--- config.mk ---
export PLATFORM = sky130hd
export DESIGN_NAME = eeprom_pw_ctrl
export DESIGN_NICKNAME = d
export VERILOG_FILES = /design/src/rtl/eeprom_pw_pkg.sv /design/src/rtl/pw_wr_timer.sv /design/src/rtl/pw_page_buf.sv /design/src/rtl/pw_mem_array.sv /design/src/rtl/eeprom_pw_ctrl.sv
export SDC_FILE = /design/constraint.sdc
export NUM_CORES = 2
export LEC_CHECK = 0
export CAP_MARGIN = 20
export CORE_ASPECT_RATIO = 0.9
export CORE_MARGIN = 10
export CORE_UTILIZATION = 55
export CTS_BUF_LIST = sky130_fd_sc_hd__clkbuf_8
export DETAILED_ROUTE_END_ITERATION = 7
export DONT_BUFFER_PORTS = 1
export PLACE_DENSITY_LB_ADDON = 0.15
export SLEW_MARGIN = 30
export SYNTH_ARGS = -nofsm -noshare
export SYNTH_HDL_FRONTEND = slang
export SYNTH_SLANG_ARGS = --single-unit
--- constraint.sdc ---
create_clock -name clk -period 4.05 [get_ports clk]
set_input_delay 0.81 -clock clk [delete_from_list [all_inputs] [get_ports clk]]
set_output_delay 0.81 -clock clk [all_outputs]
set_load 0.01 [all_outputs]
--- src/rtl/eeprom_pw_pkg.sv ---
package eeprom_pw_pkg;
    typedef enum logic [2:0] {
        ST_IDLE,
        ST_DEV,
        ST_WADDR,
        ST_DATA,
        ST_IGNORE,
        ST_BUSY
    } pw_state_e;
endpackage

--- src/rtl/pw_wr_timer.sv ---
module pw_wr_timer #(
    parameter int WR_CYCLES = 300
) (
    input  logic clk,
    input  logic rst_n,
    input  logic run_i,
    output logic done_o
);
    localparam int CW = $clog2(WR_CYCLES + 1);
    localparam logic [CW-1:0] LAST = CW'(WR_CYCLES - 1);

    logic [CW-1:0] cnt_d, cnt_q;

    always_comb begin
        cnt_d = '0;
        if (run_i && cnt_q != LAST) cnt_d = cnt_q + 1'b1;
    end

    assign done_o = run_i && (cnt_q == LAST);

    always_ff @(posedge clk or negedge rst_n) begin
        if (!rst_n) cnt_q <= '0;
        else        cnt_q <= cnt_d;
    end

    p_cnt_range_r6: assert property (@(posedge clk) disable iff (!rst_n)
        run_i |-> cnt_q <= LAST);
    p_idle_zero_r6: assert property (@(posedge clk) disable iff (!rst_n)
        !run_i |=> cnt_q == '0);
endmodule

--- src/rtl/pw_page_buf.sv ---
module pw_page_buf #(
    parameter int PAGE_W = 5
) (
    input  logic                          clk,
    input  logic                          rst_n,
    input  logic                          clr_i,
    input  logic                          we_i,
    input  logic [PAGE_W-1:0]             idx_i,
    input  logic [7:0]                    data_i,
    output logic [(1<<PAGE_W)-1:0][7:0]   data_o,
    output logic [(1<<PAGE_W)-1:0]        valid_o
);
    localparam int PAGE_BYTES = 1 << PAGE_W;

    logic [PAGE_BYTES-1:0][7:0] data_d, data_q;
    logic [PAGE_BYTES-1:0]      valid_d, valid_q;

    always_comb begin
        data_d  = data_q;
        valid_d = valid_q;
        if (clr_i) begin
            valid_d = '0;
        end else if (we_i) begin
            data_d[idx_i]  = data_i;
            valid_d[idx_i] = 1'b1;
        end
    end

    always_ff @(posedge clk or negedge rst_n) begin
        if (!rst_n) begin
            data_q  <= '0;
            valid_q <= '0;
        end else begin
            data_q  <= data_d;
            valid_q <= valid_d;
        end
    end

    assign data_o  = data_q;
    assign valid_o = valid_q;

    p_flags_clear_r10: assert property (@(posedge clk) disable iff (!rst_n)
        clr_i |=> valid_q == '0);
    p_slot_mark_r4: assert property (@(posedge clk) disable iff (!rst_n)
        (we_i && !clr_i) |=> valid_q[$past(idx_i)]);
endmodule

--- src/rtl/pw_mem_array.sv ---
module pw_mem_array #(
    parameter int ADDR_W = 8,
    parameter int PAGE_W = 5
) (
    input  logic                          clk,
    input  logic                          rst_n,
    input  logic                          commit_i,
    input  logic [ADDR_W-PAGE_W-1:0]      page_i,
    input  logic [(1<<PAGE_W)-1:0][7:0]   buf_i,
    input  logic [(1<<PAGE_W)-1:0]        valid_i,
    input  logic [ADDR_W-1:0]             raddr_i,
    output logic [7:0]                    rdata_o
);
    localparam int DEPTH      = 1 << ADDR_W;
    localparam int PAGE_BYTES = 1 << PAGE_W;

    logic [DEPTH-1:0][7:0] mem_d, mem_q;

    always_comb begin
        mem_d = mem_q;
        if (commit_i) begin
            for (int i = 0; i < PAGE_BYTES; i++) begin
                if (valid_i[i]) mem_d[{page_i, PAGE_W'(i)}] = buf_i[i];
            end
        end
    end

    always_ff @(posedge clk or negedge rst_n) begin
        if (!rst_n) mem_q <= '0;
        else        mem_q <= mem_d;
    end

    assign rdata_o = mem_q[raddr_i];

    p_hold_r7: assert property (@(posedge clk) disable iff (!rst_n)
        !commit_i |=> mem_q == $past(mem_q));
endmodule

--- src/rtl/eeprom_pw_ctrl.sv ---
module eeprom_pw_ctrl
    import eeprom_pw_pkg::*;
#(
    parameter int         ADDR_W    = 8,
    parameter int         PAGE_W    = 5,
    parameter int         WR_CYCLES = 300,
    parameter logic [3:0] DEV_TYPE  = 4'b1010
) (
    input  logic              clk,
    input  logic              rst_n,
    input  logic              start_i,
    input  logic              stop_i,
    input  logic              byte_valid_i,
    input  logic [7:0]        byte_i,
    output logic              ack_o,
    output logic              busy_o,
    input  logic [ADDR_W-1:0] rd_addr_i,
    output logic [7:0]        rd_data_o
);
    localparam int HI_W       = ADDR_W - PAGE_W;
    localparam int PAGE_BYTES = 1 << PAGE_W;

    typedef struct packed {
        pw_state_e         state;
        logic [ADDR_W-1:0] addr;
        logic              ack;
    } ctrl_s;

    ctrl_s cur_q, nxt_d;

    logic                       buf_clr, buf_we, timer_done;
    logic [PAGE_BYTES-1:0][7:0] buf_data;
    logic [PAGE_BYTES-1:0]      buf_valid;

    always_comb begin
        nxt_d     = cur_q;
        nxt_d.ack = 1'b0;
        buf_clr   = 1'b0;
        buf_we    = 1'b0;
        if (cur_q.state == ST_BUSY) begin
            if (timer_done) nxt_d.state = ST_IDLE;
        end else if (start_i) begin
            nxt_d.state = ST_DEV;
            buf_clr     = 1'b1;
        end else if (stop_i) begin
            nxt_d.state = (cur_q.state == ST_DATA && |buf_valid) ? ST_BUSY : ST_IDLE;
        end else if (byte_valid_i) begin
            unique case (cur_q.state)
                ST_DEV: begin
                    if (byte_i[7:4] == DEV_TYPE && !byte_i[0]) begin
                        nxt_d.state = ST_WADDR;
                        nxt_d.ack   = 1'b1;
                    end else begin
                        nxt_d.state = ST_IGNORE;
                    end
                end
                ST_WADDR: begin
                    nxt_d.addr  = byte_i[ADDR_W-1:0];
                    nxt_d.ack   = 1'b1;
                    nxt_d.state = ST_DATA;
                end
                ST_DATA: begin
                    buf_we     = 1'b1;
                    nxt_d.ack  = 1'b1;
                    nxt_d.addr = {cur_q.addr[ADDR_W-1:PAGE_W],
                                  cur_q.addr[PAGE_W-1:0] + 1'b1};
                end
                default: ;
            endcase
        end
    end

    always_ff @(posedge clk or negedge rst_n) begin
        if (!rst_n) begin
            cur_q.state <= ST_IDLE;
            cur_q.addr  <= '0;
            cur_q.ack   <= 1'b0;
        end else begin
            cur_q <= nxt_d;
        end
    end

    assign ack_o  = cur_q.ack;
    assign busy_o = (cur_q.state == ST_BUSY);

    pw_page_buf #(.PAGE_W(PAGE_W)) u_buf (
        .clk     (clk),
        .rst_n   (rst_n),
        .clr_i   (buf_clr),
        .we_i    (buf_we),
        .idx_i   (cur_q.addr[PAGE_W-1:0]),
        .data_i  (byte_i),
        .data_o  (buf_data),
        .valid_o (buf_valid)
    );

    pw_wr_timer #(.WR_CYCLES(WR_CYCLES)) u_timer (
        .clk    (clk),
        .rst_n  (rst_n),
        .run_i  (busy_o),
        .done_o (timer_done)
    );

    pw_mem_array #(.ADDR_W(ADDR_W), .PAGE_W(PAGE_W)) u_mem (
        .clk      (clk),
        .rst_n    (rst_n),
        .commit_i (timer_done),
        .page_i   (cur_q.addr[ADDR_W-1:PAGE_W]),
        .buf_i    (buf_data),
        .valid_i  (buf_valid),
        .raddr_i  (rd_addr_i),
        .rdata_o  (rd_data_o)
    );

    p_no_ack_busy_r8: assert property (@(posedge clk) disable iff (!rst_n)
        busy_o |=> !ack_o);
    p_reject_dev_r2: assert property (@(posedge clk) disable iff (!rst_n)
        (cur_q.state == ST_DEV && byte_valid_i && !start_i && !stop_i &&
         byte_i[7:4] != DEV_TYPE) |=> !ack_o);
    p_addr_step_r4: assert property (@(posedge clk) disable iff (!rst_n)
        (cur_q.state == ST_DATA && byte_valid_i && !start_i && !stop_i) |=>
        (cur_q.addr[ADDR_W-1:PAGE_W] == $past(cur_q.addr[ADDR_W-1:PAGE_W]) &&
         cur_q.addr[PAGE_W-1:0] == $past(cur_q.addr[PAGE_W-1:0]) + 1'b1));
    p_busy_end_r6: assert property (@(posedge clk) disable iff (!rst_n)
        $fell(busy_o) |-> $past(timer_done));
    p_abort_r9: assert property (@(posedge clk) disable iff (!rst_n)
        ((cur_q.state == ST_DEV || cur_q.state == ST_WADDR) && (start_i || stop_i))
        |=> !busy_o);
    p_hi_w_r4: assert property (@(posedge clk) disable iff (!rst_n)
        HI_W > 0);
endmodule

==> results.json <==
{
  "syn_avg_cell_area_um2": 15.8,
  "relSlewSlack_pct": 20.0,
  "fmax_ghz": 0.228,
  "viasPerCell": 6.81,
  "syn_to_final_growth_pct": 15.4,
  "hold_viol": 0,
  "p_leak_nw": 58.6,
  "drtIter0Drc": 8121,
  "worst_slack_ns": -0.332,
  "io_buffers": 0,
  "stdcell_area_um2": 119000,
  "nFillCells": 13676,
  "wl_mm": 382,
  "ys_types": 60,
  "core_area_um2": 186000,
  "worstSkewPairLatency_ns": 1.13,
  "place.gp.congestion": 1.04,
  "finalPower_mw": 46.6,
  "synthesis.area_um2": 103000,
  "grtUsageTotal_pct": 35.2,
  "status": "finished, violations left",
  "tightest_slew_ns": 1.19,
  "io_pins": 31,
  "synth_edf_count": 0,
  "dr.max_layer_used": "met5",
  "num_rows": 150,
  "synth_flop_cell": "dfrtp_1",
  "cts_num_sinks": 2357,
  "power_density_nw_per_um2": 390,
  "clk_pin_slew_ns": 0.06,
  "finalSetupViolCount": 8,
  "start_kind": "input pin",
  "drive_gt1_share_pct": 53.8,
  "htree_levels": 5,
  "wl_per_cell_um": 38.7,
  "met3WireLength_mm": 41.6,
  "syn_nets": 6577,
  "ys_warn_count": 0,
  "final_common_cell": "dfrtp_1",
  "drv_slew": 0,
  "placed_area_um2": 109000,
  "drtPass1Iterations": 6,
  "grt_max_degree": 554,
  "ir_worst_vdd_mv": 0.362,
  "multi_input_area_um2": 44500,
  "drc": 0,
  "via_count": 67215,
  "place_hpwl_mm": 236,
  "numCtsBuffers": 391,
  "endpoint_kind": "primary output",
  "async_flop_share_pct": 100,
  "path_max_fanout": 75,
  "clockRootBuffer": "clkbuf_8",
  "layout_common_cells": "2357 x dfrtp_1, 2287 x mux2_2, 485 x clkbuf_8",
  "clock_skew_ns": 0.0802,
  "overflow": 0,
  "min_path_type": "in -> reg",
  "die_w_um": 477,
  "cp.arrival_ns": 3.57,
  "die_h_um": 431,
  "fin_nets": 7096,
  "antenna_found_initial": 30,
  "synth_seq_cells": 2357,
  "period_share_pct": 108,
  "final_antenna_net_count": 0,
  "max-clock-path-buffers": 4,
  "max_cap_viol_count": 0,
  "yosysSeqAreaShare_pct": 57.0,
  "final-seq-area_um2": 59000,
  "start_util_pct": 55.5,
  "grt_pass1_vias": 66215,
  "syn-instance-count": 6551,
  "violations": "setup timing",
  "grt_setup_unrepaired": "true",
  "die-area_um2": 206000,
  "period_minus_slack_ns": 4.38,
  "met1_length_mm": 151,
  "critPathKind": "in -> out",
  "dr_wl_met2_mm": 168,
  "place_ws_ns": -0.776,
  "cp.required_ns": 3.24,
  "cts_tree": "yes",
  "grt_pass1_wl_mm": 515
}
==> worst paths after layout <==
path | startpoint | to | slack [ns] | cells after the start
setup / recovery | rd_addr_i[0] | rd_data_o[2] | -0.33 | 13
setup reg to reg | u_timer.cnt_q[6] | u_mem.mem_q[1283] | 0.47 | 7
min in group asynchronous | rst_n | u_mem.mem_q[1830] | 0.49 | 4
hold / removal | start_i | cur_q[10] | 0.09 | 4
max in group asynchronous | rst_n | u_buf.data_o[218] | 0.32 | 10
hold reg to reg | u_mem.mem_q[351] | u_mem.mem_q[351] | 0.49 | 1
==> timing repair <==
item	CTS	global route
hold buffers	17	0
endpoints found under the setup margin	8	515
pin swaps	40	30
cloned	0	37
resized for setup	134	85
buffers inserted	0	19
endpoints found under the hold margin	523	0
==> routing by layer <==
| metal | vias to the layer above | track usage (%) |
|---|---|---|
| met5 | - | 0 |
| met4 | 2 | 16.9 |
| met3 | 804 | 10.8 |
| met2 | 3741 | 51.5 |
| met1 | 36794 | 48.2 |
| li1 | 25874 | - |
==> registers in the layout, indices dropped and copies added, names as in the netlist <==
name           count
u_buf.data_o     256
u_timer.cnt_q      9
u_mem.mem_q     2048
cur_q             11
u_buf.valid_o     32
ack_o              1
==> cells in the mapped netlist (all sizes together), types with 4 or more instances <==
cell	count	share of area (%)
and3b	4	0.034
mux2	2310	25
nor2b	8	0.048
o221ai	26	0.22
a21oi	110	0.53
a22o	4	0.034
nand3	16	0.077
mux4	448	9.8
a22oi	184	1.3
o31ai	4	0.029
and2	6	0.036
mux2i	113	1.1
xnor2	4	0.034
or2	4	0.024
nand2b	6	0.036
a211oi	33	0.24
a21o	37	0.27
o21ai	30	0.15
and3	4	0.024
clkbuf	178	0.65
buf	116	0.50
a21boi	9	0.065
dfrtp	2357	57
ha	5	0.060
nor4	41	0.25
inv	10	0.036
o2bb2ai	9	0.076
nor2	72	0.26
nand3b	5	0.036
o22ai	22	0.13
a31oi	17	0.10
o32ai	9	0.076
nor3b	4	0.029
nor3	16	0.088
nand2	302	1.3
==> stage by stage <==
| stage | cells | utilization [%] | hold slack, ns | TNS [ns] |
|---|---|---|---|---|
| global placement | 9104 | 58.3 | 0.468 | -235.82 |
| detailed placement | 9115 | 58.5 | 0.478 | -88.70 |
| CTS | 9786 | 63.1 | 0.00421 | -33.16 |
| floorplan | 6551 | - | 0.455 | -0.000475 |
| global route | 9852 | 64.0 | 0.0493 | -1.64 |
| finish | 9865 | 64.1 | 0.0869 | -2.02 |
==> logic make-up (layout without fill, tap and decap cells) <==
kind of cell,count (synthesis),count (layout),synth area share (%)
buf+inv,305,1094,1.19
simple gates,496,496,2.31
other cells,0,17,0
compound gates,510,510,3.39
xor+xnor,7,7,0.0593
fa+ha+maj,5,5,0.0605
flops,2357,2357,57.0
mux,2871,2871,36.0
==> worst max-delay path: stages <==
cell      delay [ns]
buf_16          0.17
buf_16          0.17
buf_12          0.17
buf_16          0.19
mux2i_1         0.10
o221ai_1        0.19
buf_4           0.17
o21ai_0         0.09
a211oi_1        0.27
buf_4           0.18
nor4_4          0.05
nor4_4          0.69
buf_4           0.25
==> area by class of cell <==
| class | count | area share, % |
|---|---|---|
| clock buffer | 485 | 5.59 |
| tap | 2508 | 2.63 |
| sequential | 2357 | 49.4 |
| antenna | 17 | 0.0356 |
| inverter | 11 | 0.0346 |
| timing repair buffer | 420 | 4.22 |
| clock inverter | 178 | 0.806 |
| multi-input combinational | 3889 | 37.3 |
==> power breakdown <==
group / internal, mW / switching, mW / leakage (nW)
registers: 23.6 / 0.0269 / 32.9
clock network: 11.3 / 9.82 / 4.45
logic: 0.611 / 1.31 / 21.2
total: 35.4 / 11.2 / 58.6
(Power assumes the default switching activity.)
